`config.mk`:
```
export PLATFORM = sky130hd
export DESIGN_NAME = dram_refresh_sched
export DESIGN_NICKNAME = d
export VERILOG_FILES = /design/src/rtl/refsch_pkg.sv /design/src/rtl/refsch_interval.sv /design/src/rtl/refsch_pending.sv /design/src/rtl/refsch_row_ctr.sv /design/src/rtl/refsch_seq.sv /design/src/rtl/dram_refresh_sched.sv
export SDC_FILE = /design/constraint.sdc
export NUM_CORES = 1
export LEC_CHECK = 0
export ABC_AREA = 0
export BUFFER_PORTS_ARGS = -buffer_cell sky130_fd_sc_hd__buf_2
export CORE_ASPECT_RATIO = 0.7
export CORE_UTILIZATION = 58
export CTS_CLUSTER_SIZE = 12
export DETAILED_ROUTE_END_ITERATION = 6
export PLACE_DENSITY = 0.79
export SYNTH_ARGS = -nofsm -noshare
export SYNTH_HDL_FRONTEND = slang
export SYNTH_HIERARCHICAL = 1
export SYNTH_SLANG_ARGS = --single-unit
export TNS_END_PERCENT = 10
```
`constraint.sdc`:
```
create_clock -name clk -period 3.07 [get_ports clk]
set_input_delay 0.614 -clock clk [delete_from_list [all_inputs] [get_ports clk]]
set_output_delay 0.614 -clock clk [all_outputs]
set_load 0.02 [all_outputs]
```
`src/rtl/refsch_pkg.sv`:
```
package refsch_pkg;

   typedef enum logic [1:0] {
      SQ_IDLE  = 2'd0,
      SQ_LEAD  = 2'd1,
      SQ_STROBE = 2'd2,
      SQ_RECOV = 2'd3
   } seq_state_e;

   typedef enum logic {
      MODE_CBR = 1'b0,
      MODE_ROW = 1'b1
   } ref_mode_e;

   function automatic int ceil_div(input int num, input int den);
      return (num + den - 1) / den;
   endfunction

   function automatic int max2(input int a, input int b);
      return (a > b) ? a : b;
   endfunction

endpackage

```
`src/rtl/refsch_interval.sv`:
```
module refsch_interval #(
   parameter int INT_A = 1562,
   parameter int INT_B = 781
) (
   input  logic clk,
   input  logic rst_n,
   input  logic sel_b,
   output logic tick
);
   localparam int INT_MAX = (INT_A > INT_B) ? INT_A : INT_B;
   localparam int CW      = $clog2(INT_MAX + 1);

   logic [CW-1:0] cnt_q;
   logic [CW-1:0] limit;

   if (INT_A < 2 || INT_B < 2) begin : g_bad_interval
      $error("refsch_interval: interval must be at least two cycles");
   end

   assign limit = sel_b ? CW'(INT_B - 1) : CW'(INT_A - 1);
   assign tick  = (cnt_q >= limit);

   always_ff @(posedge clk or negedge rst_n) begin
      if (!rst_n) begin
         cnt_q <= '0;
      end else if (tick) begin
         cnt_q <= '0;
      end else begin
         cnt_q <= cnt_q + 1'b1;
      end
   end
endmodule

```
`src/rtl/refsch_pending.sv`:
```
module refsch_pending #(
   parameter int PEND_MAX = 8
) (
   input  logic                          clk,
   input  logic                          rst_n,
   input  logic                          due,
   input  logic                          done,
   output logic [$clog2(PEND_MAX+1)-1:0] count,
   output logic                          nonzero,
   output logic                          ovf
);
   localparam int PW = $clog2(PEND_MAX + 1);

   if (PEND_MAX < 1) begin : g_bad_max
      $error("refsch_pending: PEND_MAX must be positive");
   end

   logic [PW-1:0] cnt_q;
   logic          ovf_q;

   always_ff @(posedge clk or negedge rst_n) begin
      if (!rst_n) begin
         cnt_q <= '0;
         ovf_q <= 1'b0;
      end else begin
         if (due && !done) begin
            if (cnt_q == PW'(PEND_MAX)) begin
               ovf_q <= 1'b1;
            end else begin
               cnt_q <= cnt_q + 1'b1;
            end
         end else if (done && !due && cnt_q != '0) begin
            cnt_q <= cnt_q - 1'b1;
         end
      end
   end

   assign count   = cnt_q;
   assign nonzero = (cnt_q != '0);
   assign ovf     = ovf_q;
endmodule

```
`src/rtl/refsch_row_ctr.sv`:
```
module refsch_row_ctr #(
   parameter int ROWS = 8192
) (
   input  logic                    clk,
   input  logic                    rst_n,
   input  logic                    adv,
   output logic [$clog2(ROWS)-1:0] row
);
   localparam int  RW   = $clog2(ROWS);
   localparam bit  POW2 = ((ROWS & (ROWS - 1)) == 0);

   if (ROWS < 2) begin : g_bad_rows
      $error("refsch_row_ctr: ROWS must be at least two");
   end

   logic [RW-1:0] row_q;

   if (POW2) begin : g_wrap_natural
      always_ff @(posedge clk or negedge rst_n) begin
         if (!rst_n)   row_q <= '0;
         else if (adv) row_q <= row_q + 1'b1;
      end
   end else begin : g_wrap_compare
      always_ff @(posedge clk or negedge rst_n) begin
         if (!rst_n) begin
            row_q <= '0;
         end else if (adv) begin
            if (row_q == RW'(ROWS - 1)) row_q <= '0;
            else                         row_q <= row_q + 1'b1;
         end
      end
   end

   assign row = row_q;
endmodule

```
`src/rtl/refsch_seq.sv`:
```
module refsch_seq
   import refsch_pkg::*;
#(
   parameter int LEAD_CYC = 1,
   parameter int RAS_CYC  = 5,
   parameter int PRE_CYC  = 3
) (
   input  logic clk,
   input  logic rst_n,
   input  logic mode_i,
   input  logic grant_i,
   input  logic owed,
   output logic done,
   output logic mode_q,
   output logic busy,
   output logic ras_n,
   output logic cas_n,
   output logic addr_en
);
   localparam int PH_MAX = max2(max2(LEAD_CYC, RAS_CYC), PRE_CYC);
   localparam int PHW    = $clog2(PH_MAX + 1);

   if (LEAD_CYC < 1 || RAS_CYC < 1 || PRE_CYC < 1) begin : g_bad_phase
      $error("refsch_seq: every phase needs at least one cycle");
   end

   seq_state_e     st_q;
   logic [PHW-1:0] ph_q;
   logic           mode_r;
   logic           lead_end, ras_end, pre_end, in_pulse, cbr;

   assign lead_end = (ph_q == PHW'(LEAD_CYC - 1));
   assign ras_end  = (ph_q == PHW'(RAS_CYC - 1));
   assign pre_end  = (ph_q == PHW'(PRE_CYC - 1));

   always_ff @(posedge clk or negedge rst_n) begin
      if (!rst_n) begin
         st_q   <= SQ_IDLE;
         ph_q   <= '0;
         mode_r <= MODE_CBR;
      end else begin
         unique case (st_q)
            SQ_IDLE: begin
               mode_r <= mode_i;
               ph_q   <= '0;
               if (owed && grant_i) st_q <= SQ_LEAD;
            end
            SQ_LEAD: begin
               if (lead_end) begin
                  st_q <= SQ_STROBE;
                  ph_q <= '0;
               end else begin
                  ph_q <= ph_q + 1'b1;
               end
            end
            SQ_STROBE: begin
               if (ras_end) begin
                  st_q <= SQ_RECOV;
                  ph_q <= '0;
               end else begin
                  ph_q <= ph_q + 1'b1;
               end
            end
            SQ_RECOV: begin
               if (pre_end) begin
                  ph_q <= '0;
                  st_q <= (owed && grant_i) ? SQ_LEAD : SQ_IDLE;
               end else begin
                  ph_q <= ph_q + 1'b1;
               end
            end
            default: st_q <= SQ_IDLE;
         endcase
      end
   end

   assign cbr      = (mode_r == MODE_CBR);
   assign in_pulse = (st_q == SQ_LEAD) || (st_q == SQ_STROBE);
   assign done     = (st_q == SQ_STROBE) && ras_end;
   assign busy     = (st_q != SQ_IDLE);
   assign mode_q   = mode_r;
   assign ras_n    = !(st_q == SQ_STROBE);
   assign cas_n    = !(in_pulse && cbr);
   assign addr_en  = in_pulse && !cbr;
endmodule

```
`src/rtl/dram_refresh_sched.sv`:
```
module dram_refresh_sched
   import refsch_pkg::*;
#(
   parameter int CLK_NS       = 10,
   parameter int RETENTION_NS = 64_000_000,
   parameter int ROWS_CBR     = 4096,
   parameter int ROWS_RAS     = 8192,
   parameter int TRAS_NS      = 50,
   parameter int TRP_NS       = 30,
   parameter int TRC_NS       = 90,
   parameter int LEAD_CYC     = 1,
   parameter int PEND_MAX     = 8,
   localparam int ADDR_W      = $clog2(ROWS_RAS)
) (
   input  logic              clk,
   input  logic              rst_n,
   input  logic              mode_i,
   input  logic              grant_i,
   output logic              req_o,
   output logic              ras_n_o,
   output logic              cas_n_o,
   output logic [ADDR_W-1:0] addr_o,
   output logic              drive_o,
   output logic              ovf_o
);
   localparam int INT_CBR = RETENTION_NS / (ROWS_CBR * CLK_NS);
   localparam int INT_ROW = RETENTION_NS / (ROWS_RAS * CLK_NS);
   localparam int RAS_CYC = ceil_div(TRAS_NS, CLK_NS);
   localparam int TRP_CYC = ceil_div(TRP_NS, CLK_NS);
   localparam int TRC_CYC = ceil_div(TRC_NS, CLK_NS);
   localparam int PRE_CYC = max2(TRP_CYC, TRC_CYC - LEAD_CYC - RAS_CYC);
   localparam int PW      = $clog2(PEND_MAX + 1);

   if (CLK_NS < 1) begin : g_bad_clk
      $error("dram_refresh_sched: CLK_NS must be positive");
   end
   if (INT_CBR <= LEAD_CYC + RAS_CYC + PRE_CYC) begin : g_bad_budget
      $error("dram_refresh_sched: refresh interval shorter than one cycle");
   end

   logic              due, done, owed, busy, mode_q, addr_en;
   logic [PW-1:0]     pend_cnt;
   logic [ADDR_W-1:0] row;

   refsch_interval #(.INT_A(INT_CBR), .INT_B(INT_ROW)) u_interval (
      .clk   (clk),
      .rst_n (rst_n),
      .sel_b (mode_q),
      .tick  (due)
   );

   refsch_pending #(.PEND_MAX(PEND_MAX)) u_pending (
      .clk     (clk),
      .rst_n   (rst_n),
      .due     (due),
      .done    (done),
      .count   (pend_cnt),
      .nonzero (owed),
      .ovf     (ovf_o)
   );

   refsch_row_ctr #(.ROWS(ROWS_RAS)) u_row (
      .clk   (clk),
      .rst_n (rst_n),
      .adv   (done && mode_q),
      .row   (row)
   );

   refsch_seq #(.LEAD_CYC(LEAD_CYC), .RAS_CYC(RAS_CYC), .PRE_CYC(PRE_CYC)) u_seq (
      .clk     (clk),
      .rst_n   (rst_n),
      .mode_i  (mode_i),
      .grant_i (grant_i),
      .owed    (owed),
      .done    (done),
      .mode_q  (mode_q),
      .busy    (busy),
      .ras_n   (ras_n_o),
      .cas_n   (cas_n_o),
      .addr_en (addr_en)
   );

   assign req_o   = owed || busy;
   assign drive_o = busy;
   assign addr_o  = addr_en ? row : '0;
endmodule

```
* Yosys cells after proc, flatten, opt, wreduce, memory -nomap -nowiden
Index checks and enable logic that the tools add are counted. Widths: inputs -> output; s select.
Cells by class: add/sub/neg operators 5, magnitude comparators 1, equal/unequal tests 11, muxes and demuxes 16, bitwise gates (word level) 1, reduce and logical (&&, ||, !) cells 22
Operators with widths (number):
- $mux 11 | 2
- $add 13x1->13 const B | 1
- $mux 13 | 1
- $mux 4 | 3
- $pmux 3 s4 | 1
- $add 11x1->11 const B | 1
- $ge 11x11->1 | 1
- $mux 3 | 3
- $logic_and 1x1->1 | 8
- $mux 2 | 4
- $ne 2x1->1 const B | 4
- $pmux 2 s4 | 1
- $add 4x1->4 const B | 1
- $eq 2x2->1 const B | 2
- $eq 4x4->1 const B | 1
- $logic_not 1->1 | 4
- $reduce_and 2->1 | 2
- $reduce_and 4->1 | 1
- $reduce_bool 2->1 | 2
- $reduce_bool 4->1 | 1
- $sub 4x1->4 const B | 1
- $add 3x1->3 const B | 1
- $eq 3x2->1 const B | 1
- $eq 3x3->1 const B | 1
- other kinds (7) | 8
Storage, ports and cells: bits in registers 35, input port bits 4, output and inout bits 18, logic and storage cells 63

* Logic depth before layout (Yosys ltp)
Gate-level depths: netlist of run 1.
word-level depth 7, depth in mapped cells 11, mapped depth without buffers 11

* Modules after synthesis
Netlist of run 1, hierarchy kept.
By module, submodules not included:
- refsch_interval | instances 1, cells each 65, area an instance 664.4 µm², sequential area each 275.3 µm²
- refsch_row_ctr | instances 1, cells each 43, area an instance 563.0 µm², sequential area each 325.3 µm²
- refsch_seq | instances 1, cells each 47, area an instance 452.9 µm², sequential area each 150.1 µm²
- refsch_pending | instances 1, cells each 31, area an instance 344.1 µm², sequential area each 125.1 µm²
- dram_refresh_sched | instances 1, cells each 16, area an instance 116.4 µm², sequential area each 0.0 µm²

* Worst setup path before layout of run 1
OpenSTA, ideal clock, no wires.
path kind flip-flop to flip-flop, from register u_seq.mode_r (netlist: u_seq/mode_q), to register u_pending.cnt_q[3] (netlist: u_pending/count[3]), library setup time 0.132 ns, arrival time 2.465 ns, required time 2.938 ns, slack 0.472 ns, stages on the path, launching flop included 12, path buffers 0, clock period less this slack 2.598 ns, cells stage by stage dfrtp_1 inv_1 ha_1 nor4b_1 o211ai_1 and2_1 nand2b_1 ha_1 a21o_1 a2111oi_0 o21a_1 a211oi_1
Between the ends: longest elaborated chain between the ends 7, elaborated cells on any way between the ends 10, classes of those cells order compare: 1; eq/ne: 1; mux: 2; reduce/logical: 6
RTL lines:
- from (decl) | line refsch_seq.sv:29 | logic mode_r;
- from (signal assigned) | line refsch_seq.sv:44 | mode_r <= mode_i;
- $mux 11 * | line refsch_interval.sv:20 | assign limit = sel_b ? CW'(INT_B - 1) : CW'(INT_A - 1);
- $ge 11x11->1 * | line refsch_interval.sv:21 | assign tick = (cnt_q >= limit);
- named net due | line dram_refresh_sched.sv:41 | logic due, done, owed, busy, mode_q, addr_en;
- $logic_not 1->1 | line refsch_pending.sv:32 | end else if (done && !due && cnt_q != '0) begin
- $logic_and 1x1->1 (2 in a row) | line refsch_pending.sv:32
- $reduce_bool 2->1 (no line)
- $reduce_and 2->1 (no line)
- to (signal assigned) | line refsch_pending.sv:30 | cnt_q <= cnt_q + 1'b1;
- to (signal assigned) | line refsch_pending.sv:33 | cnt_q <= cnt_q - 1'b1;
- to (decl) | line refsch_pending.sv:18 | logic [PW-1:0] cnt_q;
The timed path passes the listed nets; every way through them passes the cells marked *. A chain may end at the register's enable or synchronous reset.

* Worst setup path in the final report of run 1
Ends and elaborated chain as after synthesis.

==> results.toml, run 1 <==
[worst_setup_path]
r2r_start = "u_seq/mode_q"
critical_path.top_delay_family = "compound AO/OA/AOI/OAI gates"
critPathSlowestCell = "dfrtp_1"
ff2ff_setup_slack_ns = 0.27
crit_top_cell = "ha_1"
arrival_ns = 2.96
setup.worst_path.class = "reg -> reg"
path_max_fanout = 7
cp_num_buf_inv = 1
start_kind = "register"
crit_start = "u_seq/mode_q"
r2r_cells = 11
cp-endpoint = "u_pending/count[3]"
cp.required_ns = 3.23
critical_path_depth = 11
slowest_delay_ns = 0.44
crit_path_end_kind = "register"
r2r-end = "u_pending/count[3]"
crit_chain = "inv_1, ha_1, nor4b_2, o211ai_1, and2_1, nand2b_4, ha_1, a21o_1, a2111oi_1, o21a_1, a211oi_1"

[sta]
drv_slew = 0
clock_skew_ns = 0.003026
finalHoldViolCount = 0
period_minus_slack_ns = 2.802
setup_violations = 0
rsz0062_at_grt = "false"
fmax_mhz = 356.8
final.setup.tns_ns = 0
worstMarginPinSlew_ns = 0.7426
setup_slack_ns = 0.2676
fin_crit_sh_pct = 91.28
slew-limit-headroom_pct = 50.49

[routing]
drc = 0
met1_length_um = 1894
routed_wl_um = 3723
viasPerCell = 5.427
ant_nets = 0
wl_per_cell_um = 13.25
firstDrtPassIters = 4
wl_met2_um = 1645
vias = 1525
drt_iter0_markers = 65
routed.top_layer = "met4"
wl_met3_um = 156

[placement]
place.detailed.hpwl_um = 2689
dp_slack_ns = 0.1983
post-place-cells = 273
gp_congestion = 0.8390
io_buffer_count = 21

[clock_tree]
post_cts.repair.setup_buffers = 0
clockBufferDepth = 2
clk_latency_ns = 0.28
cts-hold-fix-buffers = 0
clkTransAtPathRegs_ns = 0.07
post_cts_resized = 0
cts_num_sinks = 35
cts_made_buffers = 5
root_buffer = "clkbuf_8"
htreeDepth = 2
cts_tree = "built"

[synthesis]
avgSynthCellArea_um2 = 10.60
async_flop_share_pct = 100.0
synth_fp_nets = 224
synth_cell_type_count = 55
yosys_warnings = 6
synth-edff-count = 0
ys.flop_type = "dfrtp_1"
yosysTopAreaCell = "dfrtp_1"
synth_top_area_share_pct = 40.91
ys_ff_latch = 35
yosysSeqAreaShare_pct = 40.91
synthTopCellsByArea = "dfrtp_1, ha_1, xnor2_1"
syn_area_um2 = 2141
postSynthCellCount = 202

[global_routing]
first_global_vias = 1373
grt_start_max_net_pins = 36
antenna_found_initial = 0
grt_first_pass_wirelength_um = 6265
grt_use_total_pct = 21.78
grt-ovfl-total = 0

[run]
maxCapViolCount = 0

[outcome]
status = "completed"

[die]
initial_core_util_pct = 60.54
rows = 18
die_w_um = 74.62
core_area_um2 = 3536
fp.dieH_um = 52.83
die-area_um2 = 3942
io_pins = 22

[power_and_ir_drop]
p_clk_share_pct = 39.7
seq_power_share_pct = 58.4
leakagePower_uw = 0.001211
swShare_pct = 21.22
combPwrFrac_pct = 1.8
p_total_uw = 792.3
p_int_uw = 624.2
p_switching_uw = 168.1
ir_worst_vdd_mv = 0.3261
cellPowerDensity_nw_per_um2 = 329.1

[cells_and_area]
layout_commonest_cell = "dfrtp_1"
layout-drive-gt1-share_pct = 25.97
instances_no_fill = 281
diodes = 0
nNetsFinal = 252
layout_common_cells = "dfrtp_1, buf_2, ha_1"
synthToLayoutAreaGrowth_pct = 12.45

[worst_hold_path]
hold_path_class = "in -> async"
==> final cells by class <==
cell class / count / area (µm²)
clock buffer: 7 / 76.32
clock inverter: 1 / 5.005
fill: 281 / 1129
inverter: 15 / 56.30
multi-input combinational: 149 / 1204
sequential: 35 / 875.8
tap: 50 / 62.56
timing repair buffer: 24 / 127.6
==> cell families after synthesis <==
kind of cell / after synthesis / synth area share [%]
flops: 35 / 40.91
compound gates: 40 / 13.03
simple gates: 67 / 20.81
mux: 6 / 3.097
fa+ha+maj: 18 / 10.87
buf+inv: 18 / 3.565
xor+xnor: 18 / 7.715
==> state kept, by name (all words and copies together) (netlist names) <==
signal            cells
u_row/row            13
u_seq/mode_q          1
u_pending/ovf         1
u_seq/ph_q            3
u_seq/st_q            2
u_pending/count       4
u_interval/cnt_q     11
==> power groups by stage <==
stage	Clock (µW)	Combinational (µW)	Sequential, µW
6_report	315	14.6	463
5_1_grt	333	17.6	463
4_1_cts	322	15.1	463
3_5_place_dp	0	14.9	472
3_3_place_gp	0	14.9	471
2_1_floorplan	0	3.25	471
==> cell usage after synthesis, types with 3 or more instances <==
cell type / instances
o31ai_1: 4
and2_1: 10
xor2_1: 7
o21ai_0: 4
a22oi_1: 5
a21oi_1: 9
nand2_2: 3
o211ai_1: 3
and2_2: 9
nand3_1: 6
inv_1: 15
ha_1: 17
nand2b_1: 4
nand2_1: 6
nand4_1: 3
xnor2_1: 10
or3_1: 4
mux2_1: 3
dfrtp_1: 35
==> routing by layer <==
metal,GRT usage (%),up-vias
met2,33.33,28
li1,-,773
met4,7.547,0
met3,5.192,4
met1,30.09,720
met5,0,-
==> worst min path at each step <==
stage,start,end,slack (ns)
2_1_floorplan,rst_n,u_interval/cnt_q[0],0.32
3_3_place_gp,u_row/row[12],u_row/row[12],0.46
3_5_place_dp,u_pending/ovf,u_pending/ovf,0.47
4_1_cts,rst_n,u_seq/ph_q[2],0.42
5_1_grt,rst_n,u_seq/ph_q[2],0.46
6_report,rst_n,u_seq/ph_q[2],0.39
==> worst reg2reg max path, stage by stage (launching register included) <==
cell and delay (ns):
dfrtp_1 0.44, inv_1 0.12, ha_1 0.34, nor4b_2 0.25
o211ai_1 0.13, and2_1 0.24, nand2b_4 0.13, ha_1 0.23
a21o_1 0.16, a2111oi_1 0.41, o21a_1 0.18, a211oi_1 0.04
==> through the flow <==
stage          area [µm²]  hold WS, ns  util, %
2_1_floorplan        2141       0.3184        -
3_3_place_gp         2311       0.4556    65.36
3_5_place_dp         2311       0.4712    65.36
4_1_cts              2392       0.4196    67.66
5_1_grt              2407       0.4587    68.08
6_report             2407       0.3916    68.08
Power figures use the tool's default switching activity.
==> inputs of run 2 (changes only) <==
--- a/config.mk
+++ b/config.mk
@@ -8,10 +8,9 @@
 export ABC_AREA = 0
 export BUFFER_PORTS_ARGS = -buffer_cell sky130_fd_sc_hd__buf_2
 export CORE_ASPECT_RATIO = 0.7
-export CORE_UTILIZATION = 58
+export CORE_UTILIZATION = 25
 export CTS_CLUSTER_SIZE = 12
 export DETAILED_ROUTE_END_ITERATION = 6
-export PLACE_DENSITY = 0.79
 export SYNTH_ARGS = -nofsm -noshare
 export SYNTH_HDL_FRONTEND = slang
 export SYNTH_HIERARCHICAL = 1
==> constraint.sdc (replaced) <==
create_clock -name clk -period 2.8 [get_ports clk]
set_input_delay 0.56 -clock clk [delete_from_list [all_inputs] [get_ports clk]]
set_output_delay 0.56 -clock clk [all_outputs]
set_load 0.02 [all_outputs]
==> results.toml, run 2 (synthesis gave the netlist of run 1 again) <==
[worst_setup_path]
crit_chain = "inv_1, ha_1, nor4b_1, o211ai_1, and2_1, nand2b_4, ha_1, a21o_1, a2111oi_2, o21a_1, a211oi_1"
path_max_fanout = 5
critPathSlowestCell = "dfrtp_1"
setup.worst_path.class = "reg -> reg"
cp.required_ns = 2.95
start_kind = "register"
crit_start = "u_seq/mode_q"
critical_path.top_delay_family = "compound AO/OA/AOI/OAI gates"
crit_path_end_kind = "register"
crit_top_cell = "ha_1"
slowest_delay_ns = 0.39
cp_num_buf_inv = 1
r2r_start = "u_seq/mode_q"
arrival_ns = 2.71

[sta]
setup_slack_ns = 0.2441
fmax_mhz = 391.3
setup_violations = 0
clock_skew_ns = 0.003709
rsz0062_at_grt = "false"
fin_crit_sh_pct = 91.28
final.setup.tns_ns = 0
worstMarginPinSlew_ns = 0.7919
period_minus_slack_ns = 2.556
slew-limit-headroom_pct = 47.21
finalHoldViolCount = 0
drv_slew = 0

[routing]
routed_wl_um = 4054
wl_per_cell_um = 12.10
vias = 1546
wl_met2_um = 1631
firstDrtPassIters = 4
routed.top_layer = "met4"
viasPerCell = 4.615
drt_iter0_markers = 50
met1_length_um = 2201
ant_nets = 0
drc = 0
wl_met3_um = 172

[global_routing]
antenna_found_initial = 0
grt_use_total_pct = 10.27
grt_first_pass_wirelength_um = 7265
grt-ovfl-total = 0
grt_start_max_net_pins = 36
first_global_vias = 1526

[cells_and_area]
multiInputGateArea_um2 = 1202
layout-drive-gt1-share_pct = 27.35
largest_register_ffs = 13
layout_commonest_cell = "dfrtp_1"
final_util_pct = 31.61
nNetsFinal = 255
layout_common_cells = "dfrtp_1, buf_2, ha_1"
diodes = 0
synthToLayoutAreaGrowth_pct = 19.23
instances_no_fill = 335
fill_cells = 829
regArea_um2 = 875.8

[clock_tree]
htreeDepth = 2
cts_made_buffers = 5
clk_latency_ns = 0.28
clockBufferDepth = 2
clkTransAtPathRegs_ns = 0.06
cts_num_sinks = 35
cts_tree = "built"
cts-hold-fix-buffers = 0
root_buffer = "clkbuf_16"

[die]
die-area_um2 = 8943
fp.dieH_um = 79.42
core_area_um2 = 8074
initial_core_util_pct = 26.51
io_pins = 22
die_w_um = 112.6
rows = 27

[power_and_ir_drop]
ir_worst_vdd_mv = 0.1787
leakagePower_uw = 0.001251
cellPowerDensity_nw_per_um2 = 414.4

[placement]
gp_congestion = 0.7773
dp_slack_ns = 0.1137
io_buffer_count = 21
place.detailed.hpwl_um = 2967
post-place-cells = 327

[outcome]
status = "completed"

[worst_hold_path]
hold_path_class = "in -> async"

[run]
maxCapViolCount = 0
==> run 2: timing repair <==
item                                    CTS  global route
endpoints found under the setup margin    0             1
resized for setup                         0             3
buffers inserted                          0             0
==> run 2: worst register-to-register path: cells and delay by family (launching register included) <==
kind / cells / cell delay (ns)
AO/OA/AOI/OAI: 5 / 0.88
adder cells (fa/ha/maj): 2 / 0.47
AND/OR/NAND/NOR: 3 / 0.58
flip-flops: 1 / 0.39
buffers and inverters: 1 / 0.12
==> run 2: area by class of cell <==
type                       count  share of cell area (%)
clock inverter                 2                  0.4902
timing repair buffer          27                   5.882
inverter                      15                   2.206
sequential                    35                   34.31
tap                          101                   4.951
multi-input combinational    149                   47.11
clock buffer                   6                   5.049
==> run 2: layer usage <==
metal,global-route usage (%),vias to the layer above
met3,3.265,7
met5,0,-
li1,-,780
met1,14.44,731
met2,14.63,28
met4,3.600,0
==> run 2: power by group <==
group	leakage, µW	total [µW]	internal (µW)	switching (µW)
clock	0.0000669	533	328	205
combinational	0.000712	17.5	4.44	13.1
sequential	0.000472	507	507	0.578
==> run 2: per-stage QoR <==
stage	hold WS, ns	total power, µW	instance area [µm²]
floorplan	0.2644	520.4	2141
global placement	0.4528	535.4	2397
detailed placement	0.4485	535.4	2397
CTS	0.4039	1073	2539
global route	0.4434	1103	2552
finish	0.3687	1058	2552
==> run 2: path summary, 6_finish.rpt <==
path | to | depth (start not counted) | slack [ns]
hold / removal | u_row/row[0] | 1 | 0.37
hold reg to reg | u_pending/ovf | 2 | 0.46
max in group asynchronous | u_pending/ovf | 1 | 1.93
setup reg to reg | u_pending/count[3] | 11 | 0.24
setup / recovery | u_pending/count[3] | 11 | 0.24
min in group clk | u_pending/ovf | 2 | 0.46
==> inputs of run 3 (changes only) <==
--- a/config.mk
+++ b/config.mk
@@ -11,6 +11,7 @@
 export CORE_UTILIZATION = 25
 export CTS_CLUSTER_SIZE = 12
 export DETAILED_ROUTE_END_ITERATION = 6
+export GPL_TIMING_DRIVEN = 0
 export SYNTH_ARGS = -nofsm -noshare
 export SYNTH_HDL_FRONTEND = slang
 export SYNTH_HIERARCHICAL = 1
==> results.toml, run 3 (synthesis gave the netlist of run 1 again) <==
[outcome]
status = "completed"

[power_and_ir_drop]
cellPowerDensity_nw_per_um2 = 409.4
p_int_uw = 838.5
combPwrFrac_pct = 1.6
p_clk_share_pct = 50.2
seq_power_share_pct = 48.3
p_total_uw = 1053
leakagePower_uw = 0.001244
p_switching_uw = 214.1
swShare_pct = 20.34
ir_worst_vdd_mv = 0.1965

[cells_and_area]
layout_common_cells = "dfrtp_1, buf_2, ha_1"
layout-drive-gt1-share_pct = 28.76
largest_register_ffs = 13
layout_commonest_cell = "dfrtp_1"
synthToLayoutAreaGrowth_pct = 20.11
final_util_pct = 31.85
diodes = 0
nNetsFinal = 254

[clock_tree]
clockBufferDepth = 2
clkTransAtPathRegs_ns = 0.05
cts_num_sinks = 35
root_buffer = "clkbuf_16"
cts_made_buffers = 5
htreeDepth = 2
clk_latency_ns = 0.27
cts_tree = "built"

[worst_setup_path]
crit_top_cell = "ha_1"
critPathSlowestCell = "dfrtp_2"
start_kind = "register"
crit_path_end_kind = "register"
setup.worst_path.class = "reg -> reg"
arrival_ns = 2.79
r2r_cells = 11
crit_chain = "inv_1, ha_1, nor4b_2, o211ai_1, and2_4, nand2b_4, ha_1, a21o_1, a2111oi_4, o21a_1, a211oi_1"
cp.required_ns = 2.95
ff2ff_setup_slack_ns = 0.16
path_max_fanout = 7
slowest_delay_ns = 0.44

[global_routing]
first_global_vias = 1469
grt_start_max_net_pins = 36
grt-ovfl-total = 0
grt_use_total_pct = 10.29
antenna_found_initial = 0
grt_first_pass_wirelength_um = 7182

[die]
die_w_um = 112.6
io_pins = 22
rows = 27
fp.dieH_um = 79.42
core_area_um2 = 8074
initial_core_util_pct = 26.51
die-area_um2 = 8943

[worst_hold_path]
hold_path_class = "in -> async"

[placement]
io_buffer_count = 21
gp_congestion = 0.7692
dp_slack_ns = -0.2156
place.detailed.hpwl_um = 2971

[sta]
period_minus_slack_ns = 2.644
worstMarginPinSlew_ns = 0.7920
fin_crit_sh_pct = 94.44
clock_skew_ns = 0.003246
drv_slew = 0
finalHoldViolCount = 0
setup_slack_ns = 0.1556
slew-limit-headroom_pct = 47.20
rsz0062_at_grt = "false"
setup_violations = 0
fmax_mhz = 378.2

[routing]
vias = 1566
wl_per_cell_um = 12.43
routed_wl_um = 4150
drc = 0
viasPerCell = 4.689
drt_iter0_markers = 69
ant_nets = 0
firstDrtPassIters = 4

[run]
maxCapViolCount = 0
## run 3: critical path, delay by kind of cell, from the launching register on
family,cells,cell delay (ns)
AO/OA/AOI/OAI,5,0.94
adder cells (fa/ha/maj),2,0.48
buffers and inverters,1,0.13
flip-flops,1,0.44
AND/OR/NAND/NOR,3,0.52
## run 3: through the flow
step | TNS [ns] | hold slack (ns) | std cells | area (µm²)
after floorplan | 0 | 0.2644 | 202 | 2141
after global placement | -0.1754 | 0.4435 | 324 | 2372
after detailed placement | -0.2156 | 0.4528 | 324 | 2372
after CTS | 0 | 0.4025 | 332 | 2530
after global routing | 0 | 0.4318 | 334 | 2571
final | 0 | 0.3685 | 334 | 2571
## run 3: final timing paths
kind	end	start
worst min register to register	u_row/row[12]	u_row/row[12]
worst min-delay path	u_seq/ph_q[2]	rst_n
max in group asynchronous	u_seq/mode_q	rst_n
min in group clk	u_row/row[12]	u_row/row[12]
worst max register to register	u_pending/count[3]	u_seq/mode_q
worst max-delay path	u_pending/count[3]	u_seq/mode_q
## run 3: routing by layer
| layer | vias up | part of all wire [%] | track usage, % | wire [µm] |
|---|---|---|---|---|
| met3 | 5 | 5.5 | 3.113 | 227 |
| met5 | - | 0 | 0 | 0 |
| met1 | 749 | 53 | 14.62 | 2179 |
| li1 | 775 | - | - | - |
| met4 | 0 | 1.2 | 3.200 | 48 |
| met2 | 37 | 41 | 14.75 | 1693 |
## run 3: repair_timing
action / in CTS / in global routing
resized for setup: 5 / 5
buffers inserted: 0 / 2
setup endpoints to repair: 1 / 1
pin swaps: 0 / 2
hold buffers: 0 / 0
## run 3: final cells by class
cell class | count | area [µm²]
multi-input combinational | 149 | 1230
clock buffer | 6 | 128.9
tap | 101 | 126.4
clock inverter | 2 | 12.51
sequential | 35 | 877.1
timing repair buffer | 23 | 120.1
inverter | 15 | 56.30
fill | 827 | 5503
buffer | 3 | 20.02
## run 3: power groups by stage
stage | clock network, µW | registers (µW) | logic [µW]
after CTS | 550 | 508 | 17.4
after global placement | 0 | 517 | 16.7
after global routing | 572 | 508 | 19.5
final | 528 | 508 | 16.3
after detailed placement | 0 | 517 | 17.5
after floorplan | 0 | 517 | 3.57
